`src/rtl/uart_tx_pkg.sv`:
```
package uart_tx_pkg;
  localparam int unsigned DATA_W   = 8;
  localparam int unsigned SUB_W    = 5;
  localparam int unsigned BIT_TICK = 16;

  typedef enum logic [2:0] {
    ST_IDLE,
    ST_START,
    ST_DATA,
    ST_PAR,
    ST_STOP
  } tx_state_e;
endpackage

```
`src/rtl/uart_tx_baud.sv`:
```
module uart_tx_baud #(
  parameter int unsigned DIV_W = 16
) (
  input  logic             clk,
  input  logic             rst_n,
  input  logic             ref_en,
  input  logic [DIV_W-1:0] divisor,
  output logic             tick
);
  logic [DIV_W-1:0] cnt;

  always_ff @(posedge clk or negedge rst_n) begin
    if (!rst_n) begin
      cnt  <= '0;
      tick <= 1'b0;
    end else begin
      tick <= 1'b0;
      if (divisor == '0) begin
        cnt <= '0;
      end else if (ref_en) begin
        if (cnt >= divisor - DIV_W'(1)) begin
          cnt  <= '0;
          tick <= 1'b1;
        end else begin
          cnt <= cnt + DIV_W'(1);
        end
      end
    end
  end
endmodule

```
`src/rtl/uart_tx_fifo.sv`:
```
module uart_tx_fifo #(
  parameter int unsigned W     = 8,
  parameter int unsigned DEPTH = 16
) (
  input  logic         clk,
  input  logic         rst_n,
  input  logic         fifo_en,
  input  logic         flush,
  input  logic         wr_valid,
  output logic         wr_ready,
  input  logic [W-1:0] wr_data,
  input  logic         rd_pop,
  output logic [W-1:0] rd_data,
  output logic         empty
);
  localparam int unsigned AW = (DEPTH > 1) ? $clog2(DEPTH) : 1;
  localparam int unsigned CW = $clog2(DEPTH + 1);

  logic [W-1:0]  mem [DEPTH];
  logic [AW-1:0] wp, rp;
  logic [CW-1:0] count, cap;
  logic          push, pop;

  assign cap      = fifo_en ? CW'(DEPTH) : CW'(1);
  assign wr_ready = (count < cap) && !flush;
  assign push     = wr_valid && wr_ready;
  assign pop      = rd_pop && !flush && (count != '0);
  assign empty    = (count == '0);
  assign rd_data  = mem[rp];

  always_ff @(posedge clk) begin
    if (push) mem[wp] <= wr_data;
  end

  always_ff @(posedge clk or negedge rst_n) begin
    if (!rst_n) begin
      wp    <= '0;
      rp    <= '0;
      count <= '0;
    end else if (flush) begin
      wp    <= '0;
      rp    <= '0;
      count <= '0;
    end else begin
      if (push) wp <= (wp == AW'(DEPTH - 1)) ? '0 : wp + AW'(1);
      if (pop)  rp <= (rp == AW'(DEPTH - 1)) ? '0 : rp + AW'(1);
      case ({push, pop})
        2'b10:   count <= count + CW'(1);
        2'b01:   count <= count - CW'(1);
        default: count <= count;
      endcase
    end
  end
endmodule

```
`src/rtl/uart_tx_shifter.sv`:
```
module uart_tx_shifter
  import uart_tx_pkg::*;
(
  input  logic              clk,
  input  logic              rst_n,
  input  logic              tick,
  input  logic              have_data,
  input  logic [DATA_W-1:0] din,
  input  logic [1:0]        char_len,
  input  logic              par_en,
  input  logic              par_even,
  input  logic              stop_long,
  output logic              pop,
  output logic              ser,
  output logic              idle
);
  tx_state_e         state;
  logic [SUB_W-1:0]  sub, stop_last;
  logic [DATA_W-1:0] shreg, mask;
  logic [2:0]        bit_idx, last_idx;
  logic              parbit, bit_end, stop_end;

  assign mask      = 8'hFF >> (2'd3 - char_len);
  assign last_idx  = 3'd4 + {1'b0, char_len};
  assign stop_last = !stop_long ? SUB_W'(BIT_TICK - 1)
                   : (char_len == 2'd0) ? SUB_W'(BIT_TICK + BIT_TICK/2 - 1)
                   : SUB_W'(2*BIT_TICK - 1);
  assign bit_end   = (sub == SUB_W'(BIT_TICK - 1));
  assign stop_end  = (state == ST_STOP) && (sub == stop_last);
  assign pop       = tick && have_data && ((state == ST_IDLE) || stop_end);
  assign idle      = (state == ST_IDLE);

  always_comb begin
    case (state)
      ST_START: ser = 1'b0;
      ST_DATA:  ser = shreg[0];
      ST_PAR:   ser = parbit;
      default:  ser = 1'b1;
    endcase
  end

  always_ff @(posedge clk or negedge rst_n) begin
    if (!rst_n) begin
      state   <= ST_IDLE;
      sub     <= '0;
      shreg   <= '0;
      bit_idx <= '0;
      parbit  <= 1'b0;
    end else if (tick) begin
      if (pop) begin
        state   <= ST_START;
        sub     <= '0;
        shreg   <= din & mask;
        parbit  <= (^(din & mask)) ^ ~par_even;
        bit_idx <= '0;
      end else begin
        case (state)
          ST_START: begin
            sub <= bit_end ? '0 : sub + SUB_W'(1);
            if (bit_end) state <= ST_DATA;
          end
          ST_DATA: begin
            sub <= bit_end ? '0 : sub + SUB_W'(1);
            if (bit_end) begin
              shreg <= shreg >> 1;
              if (bit_idx == last_idx) state <= par_en ? ST_PAR : ST_STOP;
              else bit_idx <= bit_idx + 3'd1;
            end
          end
          ST_PAR: begin
            sub <= bit_end ? '0 : sub + SUB_W'(1);
            if (bit_end) state <= ST_STOP;
          end
          ST_STOP: begin
            if (stop_end) begin
              state <= ST_IDLE;
              sub   <= '0;
            end else begin
              sub <= sub + SUB_W'(1);
            end
          end
          default: state <= ST_IDLE;
        endcase
      end
    end
  end
endmodule

```
`src/rtl/uart_frame_tx.sv`:
```
module uart_frame_tx
  import uart_tx_pkg::*;
#(
  parameter int unsigned DIV_W      = 16,
  parameter int unsigned FIFO_DEPTH = 16
) (
  input  logic              clk,
  input  logic              rst_n,
  input  logic              ref_en,
  input  logic [DIV_W-1:0]  divisor,
  input  logic              fifo_en,
  input  logic [1:0]        char_len,
  input  logic              par_en,
  input  logic              par_even,
  input  logic              stop_long,
  input  logic              brk,
  input  logic              wr_valid,
  output logic              wr_ready,
  input  logic [DATA_W-1:0] wr_data,
  output logic              txd,
  output logic              clk16_n,
  output logic              hold_empty,
  output logic              shift_empty
);
  logic              tick, flush, fifo_en_q, pop, ser, empty;
  logic [DATA_W-1:0] head;

  always_ff @(posedge clk or negedge rst_n) begin
    if (!rst_n) fifo_en_q <= 1'b0;
    else        fifo_en_q <= fifo_en;
  end
  assign flush = fifo_en ^ fifo_en_q;

  uart_tx_baud #(.DIV_W(DIV_W)) baud_i (
    .clk(clk), .rst_n(rst_n), .ref_en(ref_en), .divisor(divisor), .tick(tick)
  );

  uart_tx_fifo #(.W(DATA_W), .DEPTH(FIFO_DEPTH)) fifo_i (
    .clk(clk), .rst_n(rst_n), .fifo_en(fifo_en), .flush(flush),
    .wr_valid(wr_valid), .wr_ready(wr_ready), .wr_data(wr_data),
    .rd_pop(pop), .rd_data(head), .empty(empty)
  );

  uart_tx_shifter shift_i (
    .clk(clk), .rst_n(rst_n), .tick(tick), .have_data(!empty && !flush),
    .din(head), .char_len(char_len), .par_en(par_en), .par_even(par_even),
    .stop_long(stop_long), .pop(pop), .ser(ser), .idle(shift_empty)
  );

  assign txd        = ser && !brk;
  assign clk16_n    = !tick;
  assign hold_empty = empty;
endmodule

```
`config.mk`:
```
export PLATFORM = sky130hd
export DESIGN_NAME = uart_frame_tx
export DESIGN_NICKNAME = d
export VERILOG_FILES = /design/src/rtl/uart_tx_pkg.sv /design/src/rtl/uart_tx_baud.sv /design/src/rtl/uart_tx_fifo.sv /design/src/rtl/uart_tx_shifter.sv /design/src/rtl/uart_frame_tx.sv
export SDC_FILE = /design/constraint.sdc
export NUM_CORES = 1
export LEC_CHECK = 0
export BUFFER_PORTS_ARGS = -buffer_cell sky130_fd_sc_hd__buf_2
export CAP_MARGIN = 30
export CORE_MARGIN = 1.5
export CORE_UTILIZATION = 55
export DETAILED_ROUTE_END_ITERATION = 16
export PLACE_DENSITY = 0.84
export SYNTH_ARGS = -nofsm -noshare
export SYNTH_HDL_FRONTEND = slang
export SYNTH_SLANG_ARGS = --single-unit
export TNS_END_PERCENT = 100
```
`constraint.sdc`:
```
create_clock -name clk -period 6.6 [get_ports clk]
set_input_delay 1.32 -clock clk [delete_from_list [all_inputs] [get_ports clk]]
set_output_delay 1.32 -clock clk [all_outputs]
set_load 0.1 [all_outputs]
```
==> flow_metrics.tcl, run 1 <==
set metrics [dict create \
    cp-end-kind "flip-flop" \
    dp_hpwl_um 11500 \
    die_y_um 128 \
    antenna_found_initial 0 \
    postSynthNetCount 689 \
    ctsResizeCount 0 \
    synth_fa_ha_area_share_pct 5.06 \
    die_area_um2 16300 \
    status "finished clean" \
    synth_area_leader_cell "edfxtp_1" \
    synth_ff_type "edfxtp_1" \
    path_class "input port to flip-flop" \
    port_buffers 39 \
    drv_slew 0 \
    synth_area_leaders "edfxtp_1, dfrtp_1, mux4_2" \
    grt_first_pass_wirelength_um 28300 \
    final_area_um2 9490 \
    grt_max_degree 43 \
    postCtsSetupBuffers 0 \
    post-route-period-util_pct 67.9 \
    clockRootBuffer "clkbuf_16" \
    drive_gt1_share_pct 14.7 \
    yosysMostFrequentCell "edfxtp_1" \
    cp_cell_sequence "buf_2, or4_1, or3_1, or2_2, nor2_1, xnor2_1, ha_1, a21o_1, a21o_1, a21oi_1, nor2b_1, o31a_1, and3_1, a221o_1" \
    clkLatencyLatePin_ns 0.43 \
    max_cap_violations 0 \
    nFillCells 1098 \
    hold_class "flip-flop to flip-flop" \
    cp.arrival_ns 4.85 \
    insertedDiodeCount 0 \
    cts-buffers-inserted 17 \
    grt_pass1_vias 5384 \
    critPathTopFamily "simple AND/OR/NAND/NOR gates" \
    drc 0 \
    clockBufferDepth 2 \
    vdd_drop_max_mv 0.253 \
    fmax_ghz 0.223 \
    syn_inst 620 \
    synth-simple-area-share_pct 9.93 \
    relSlewSlack_pct 36.7 \
    clk_pin_slew_ns 0.06 \
    whs_ns 0.494 \
    worstPathRequired_ns 6.97 \
    synthArstFlopShare_pct 28.5 \
    powerDensity_nw_per_um2 259 \
    ys_seq_elements 179 \
    vias_per_cell 6.20 \
    worstSetupStartpointType "input port" \
    dr.pass1.iters 5 \
    cts_tree "built" \
    seq_area_frac_synth_pct 59.9 \
    routed_wl_um 17500 \
    pin_count 40 \
    ctsHoldBuffers 0 \
    fp.coreArea_um2 15200 \
    critical-path-slowest-cell "or4_1" \
    cpMostUsedCell "a21o_1" \
    grtUsageTotal_pct 23.3 \
    grt_overflow 0 \
    htreeDepth 4 \
    postSynthAreaPerCell_um2 13.8 \
    fin_skew_ns 0.00707 \
    initial_core_util_pct 56.3 \
    die_w_um 128 \
    synth_top_area_share_pct 44.9 \
    row_count 45 \
    fin_setup_tns_ns 0 \
    synth.area.mux_share_pct 11.1 \
    yosys-top-cells-count "edfxtp_1, dfrtp_1, nand2_1" \
    crit_buf_inv 1 \
    synth-compound-area-share_pct 7.93 \
    initialDrtViolationCount 570 \
    p_leak_nw 3.59 \
    hold_violations 0 \
    areaGrowthSynthToFinish_pct 11.0 \
    setup_viol 0 \
    gp_congestion 0.847 \
    cts.sinks 179 \
    fin_crit_ns 4.48 \
    synth_edf_count 128 \
    max_stage_delay_ns 0.57 \
    yosys_warnings 0 \
    synth_xor_area_share_pct 3.58 \
    synth_cell_types 54 \
    synth_top_family_by_area "multiplexers" \
    syn_area_um2 8550 \
    layout.nets 731 \
    drtAntennaViolNets 0 \
    routedWlPerCell_um 20.3 \
    crit_fanout 18 \
    dpl_cell_area_um2 8900 \
    worst_slew_pin_slew_ns 0.943 \
    vias 5349 \
    grt_setup_unrepaired "no" \
]
-- per-layer routing --
layer	global-route usage [%]	part of all wire, %
met5	0	0
met2	39.2	52
met1	30.0	40
met3	5.30	6.3
met4	8.59	1.8
-- worst paths after layout --
| check | startpoint | to | slack, ns | depth (start not counted) |
|---|---|---|---|---|
| worst max-delay path | divisor[9] | baud_i.cnt[7] | 2.12 | 14 |
| worst min-delay path | shift_i.shreg[2] | shift_i.shreg[2] | 0.49 | 2 |
| worst max register to register | shift_i.state[1] | fifo_i.count[4] | 2.84 | 14 |
| worst min register to register | shift_i.shreg[2] | shift_i.shreg[2] | 0.49 | 2 |
| max in group asynchronous | rst_n | fifo_i.rp[0] | 5.32 | 2 |
| min in group asynchronous | rst_n | fifo_i.rp[2] | 0.76 | 1 |
-- report_power, final --
part           switching, mW  leakage (nW)  internal [mW]
registers             0.0287          1.84           1.23
logic                  0.117          1.47         0.0755
clock network          0.423         0.283          0.583
total                  0.569          3.59           1.89
-- sequential cells by signal (all words and copies together), names as in the netlist --
name	flops
shift_i.state	3
fifo_i.count	5
fifo_i.mem	128
fifo_i.rp	4
fifo_i.wp	4
shift_i.bit_idx	3
baud_i.tick	1
baud_i.cnt	16
shift_i.sub	5
fifo_en_q	1
shift_i.parbit	1
shift_i.shreg	8
-- area by class of cell --
cell class,count,area (um^2),area share [%]
timing repair buffer,44,243,2.56
multi-input combinational,397,3220,33.9
tap,188,235,2.48
clock buffer,22,464,4.89
inverter,23,86.3,0.910
clock inverter,10,123,1.29
sequential,179,5120,54.0
-- layout by cell type (no fill, tap or decap), types with 5 or more instances in the layout --
master and instances:
a22oi_1 8, mux2i_1 10, dfrtp_1 50, a21o_1 12, nor4_1 5, nor2_1 41
ha_1 33, mux4_2 21, a22o_1 5, inv_1 22, mux4_1 14, xnor2_1 23
and2_1 18, xor2_1 12, or3_1 7, o21ai_0 22, nand2b_1 5, nand2_1 48
buf_2 40, clkbuf_16 17, nor2b_1 8, nand3_1 14, nor3_1 11, and3_1 8
a21oi_1 30, edfxtp_1 128, o21ai_1 5
-- worst reg2reg max path: cells and delay by family (launching register included) --
family	cells	cell delay [ns]
adders and majority gates	2	0.72
AOI/OAI and AO/OA	4	0.59
and+or+nand+nor	4	1.21
xor gates and xnor gates	1	0.14
buffers and inverters	3	0.56
DFF	1	0.47
-- cells by family (layout without fill, tap and decap cells) --
logic type,count (synthesis),in the layout
XOR/XNOR,35,35
flip-flops,179,179
AND/OR/NAND/NOR,175,175
buffers and inverters,44,99
multiplexers,46,46
adder cells (fa/ha/maj),34,34
AO/OA/AOI/OAI,107,107
-- through the flow --
stage / total power [mW] / setup slack (ns) / std cells / utilization, %
2_1_floorplan: 1.40 / 1.44 / 620 / -
3_3_place_gp: 1.46 / 1.66 / 828 / 58.4
3_5_place_dp: 1.48 / 1.69 / 831 / 58.6
4_1_cts: 2.47 / 2.13 / 863 / 62.4
5_1_grt: 2.54 / 1.89 / 863 / 62.4
6_report: 2.46 / 2.12 / 863 / 62.4
Power figures use the tool's default switching activity.
==> run 2, diff against run 1 <==
clock period = 4.6 ns   (was 6.6 ns; I/O delays follow)
==> run 2 against run 1 <==
  * Sequential share of layout area down 0.11 points
  * Setup slack worse by 1.5 ns
  * Clock skew up 0.0033 ns
  * Wire length down 2.9%
  * Critical path depth up 1
  * Power up 43%
  * Utilization up 0.13 points
  * Highest routed layer unchanged
  * Cell count up 0.35%
  * Sequential cell count unchanged
  * Critical path type unchanged
  * Register-to-register slack worse by 1.6 ns
  * Global-route usage down 1.0 points
  * Clock-buffer cell count down 4
==> flow_metrics.tcl, run 2 (synthesis gave the netlist of run 1 again) <==
set metrics [dict create \
    critPathTopFamily "simple AND/OR/NAND/NOR gates" \
    hp-start "shift_i.shreg[0]" \
    cp-end-kind "flip-flop" \
    powerDensity_nw_per_um2 370 \
    htreeDepth 4 \
    crit_buf_inv 2 \
    drv_slew 0 \
    vias_per_cell 6.11 \
    hold_violations 0 \
    final_cell_mix "edfxtp_1, dfrtp_1, nand2_1" \
    ctsHoldBuffers 0 \
    vdd_drop_max_mv 0.415 \
    fin_setup_tns_ns 0 \
    vias 5290 \
    postCtsSetupBuffers 0 \
    multi_input_area_um2 3220 \
    critical-path-slowest-cell "or4_1" \
    insertedDiodeCount 0 \
    grt_overflow 0 \
    grt_pass1_vias 5353 \
    fin_skew_ns 0.0104 \
    path_class "input port to flip-flop" \
    status "finished clean" \
    drtAntennaViolNets 0 \
    post-route-period-util_pct 86.8 \
    die_w_um 128 \
    dr.pass1.iters 6 \
    routed_wl_um 17000 \
    grtUsageTotal_pct 22.3 \
    largest-register "fifo_i.mem" \
    fp.coreArea_um2 15200 \
    areaGrowthSynthToFinish_pct 11.2 \
    cp.depth 15 \
    initial_core_util_pct 56.3 \
    routedWlPerCell_um 19.6 \
    crit_fanout 9 \
    layout.nets 734 \
    clkLatencyLatePin_ns 0.44 \
    max_stage_delay_ns 0.56 \
    nFillCells 1081 \
    worstSetupStartpointType "input port" \
    holdPathStages 2 \
    largest_register_ff_count 128 \
    dp_hpwl_um 11500 \
    pin_count 40 \
    initialDrtViolationCount 527 \
    antenna_found_initial 0 \
    row_count 45 \
    gp_congestion 0.790 \
    cp_cell_sequence "buf_2, or4_1, or3_1, or2_2, nor2_1, xnor2_1, ha_1, a21o_1, a21o_1, a21oi_1, nor2b_1, o31ai_1, buf_2, or3_1, o21ai_0" \
    die_y_um 128 \
    grt_first_pass_wirelength_um 27300 \
    final-seq-area_um2 5120 \
    die_area_um2 16300 \
    rr_worst_depth 15 \
    fmax_ghz 0.250 \
    r2r_slack_ns 1.23 \
    reg2reg_from "fifo_en_q" \
    drive_gt1_share_pct 15.5 \
    max_cap_violations 0 \
    relSlewSlack_pct 36.8 \
    cts-buffers-inserted 17 \
    layout_commonest_cell "edfxtp_1" \
    cp.arrival_ns 4.35 \
    drc 0 \
    power_mw 3.52 \
    hold_class "flip-flop to flip-flop" \
    fin_crit_ns 3.99 \
    clockRootBuffer "clkbuf_16" \
    p_leak_nw 3.61 \
    cts_tree "built" \
    cts.sinks 179 \
    grt_setup_unrepaired "no" \
    clk_pin_slew_ns 0.07 \
    grt_max_degree 52 \
    crit_start "divisor[9]" \
    reg_top3 "fifo_i.mem x128, baud_i.cnt x16, shift_i.shreg x8" \
    port_buffers 39 \
    ctsResizeCount 0 \
    clockBufferDepth 2 \
    worstPathRequired_ns 4.95 \
    setup_viol 0 \
    worst_slew_pin_slew_ns 0.941 \
]
## run 2: changes by cell type in the layout (fill, tap and decap cells not counted), moves of 2 or more
| cell | previous run | this run |
|---|---|---|
| clkbuf_1 | 3 | 1 |
| clkinv_4 | 0 | 3 |
| inv_6 | 3 | 5 |
| clkinv_8 | 0 | 2 |
| buf_4 | 3 | 7 |
| clkbuf_8 | 2 | 0 |
| clkinv_2 | 2 | 0 |
## run 2: report_power, final
group | total (mW) | switching, mW | leakage (nW) | internal [mW]
logic | 0.278 | 0.170 | 1.49 | 0.108
registers | 1.81 | 0.0415 | 1.84 | 1.77
clock network | 1.43 | 0.659 | 0.286 | 0.772
## run 2: worst reg2reg max path: cells and delay by family (launching register included)
family	cells	cell delay, ns
AO/OA/AOI/OAI	4	0.48
adder cells (fa/ha/maj)	2	0.69
buffers and inverters	3	0.39
XOR/XNOR	2	0.67
AND/OR/NAND/NOR	4	0.67
flip-flops	1	0.39
## run 2: worst paths after layout
| check | endpoint |
|---|---|
| max | baud_i.cnt[8] |
| min | shift_i.shreg[0] |
| max reg2reg | fifo_i.count[4] |
| min in group asynchronous | fifo_en_q |
| max in group asynchronous | fifo_i.rp[0] |
| min reg2reg | shift_i.shreg[0] |
## run 2: stage by stage
step / instances / instance area, um^2 / hold WS, ns / util (%) / setup slack (ns)
after floorplan: 620 / 8560 / 0.449 / - / 0.0616
after global placement: 833 / 8910 / 0.466 / 58.6 / 0.0398
after detailed placement: 834 / 8920 / 0.474 / 58.7 / 0.176
after CTS: 866 / 9510 / 0.490 / 62.6 / 0.618
after global routing: 866 / 9510 / 0.529 / 62.6 / 0.436
final: 866 / 9510 / 0.488 / 62.6 / 0.608
## run 2: cell type report
type                            instances  area share, %
Sequential cell                       179           53.8
Multi-Input combinational cell        397           33.9
Clock buffer                           18           4.51
Timing Repair Buffer                   47           2.66
Tap cell                              188           2.47
Clock inverter                         14           1.71
Inverter                               23          0.908
## run 2: routing by layer
metal  part of all wire [%]  GRT usage [%]  vias to the layer above
met1                     42           30.0                     2620
met4                    1.5           6.41                        0
li1                       -              -                     2439
met5                      0              0                        -
met3                    5.9           5.13                       29
met2                     51           36.9                      202
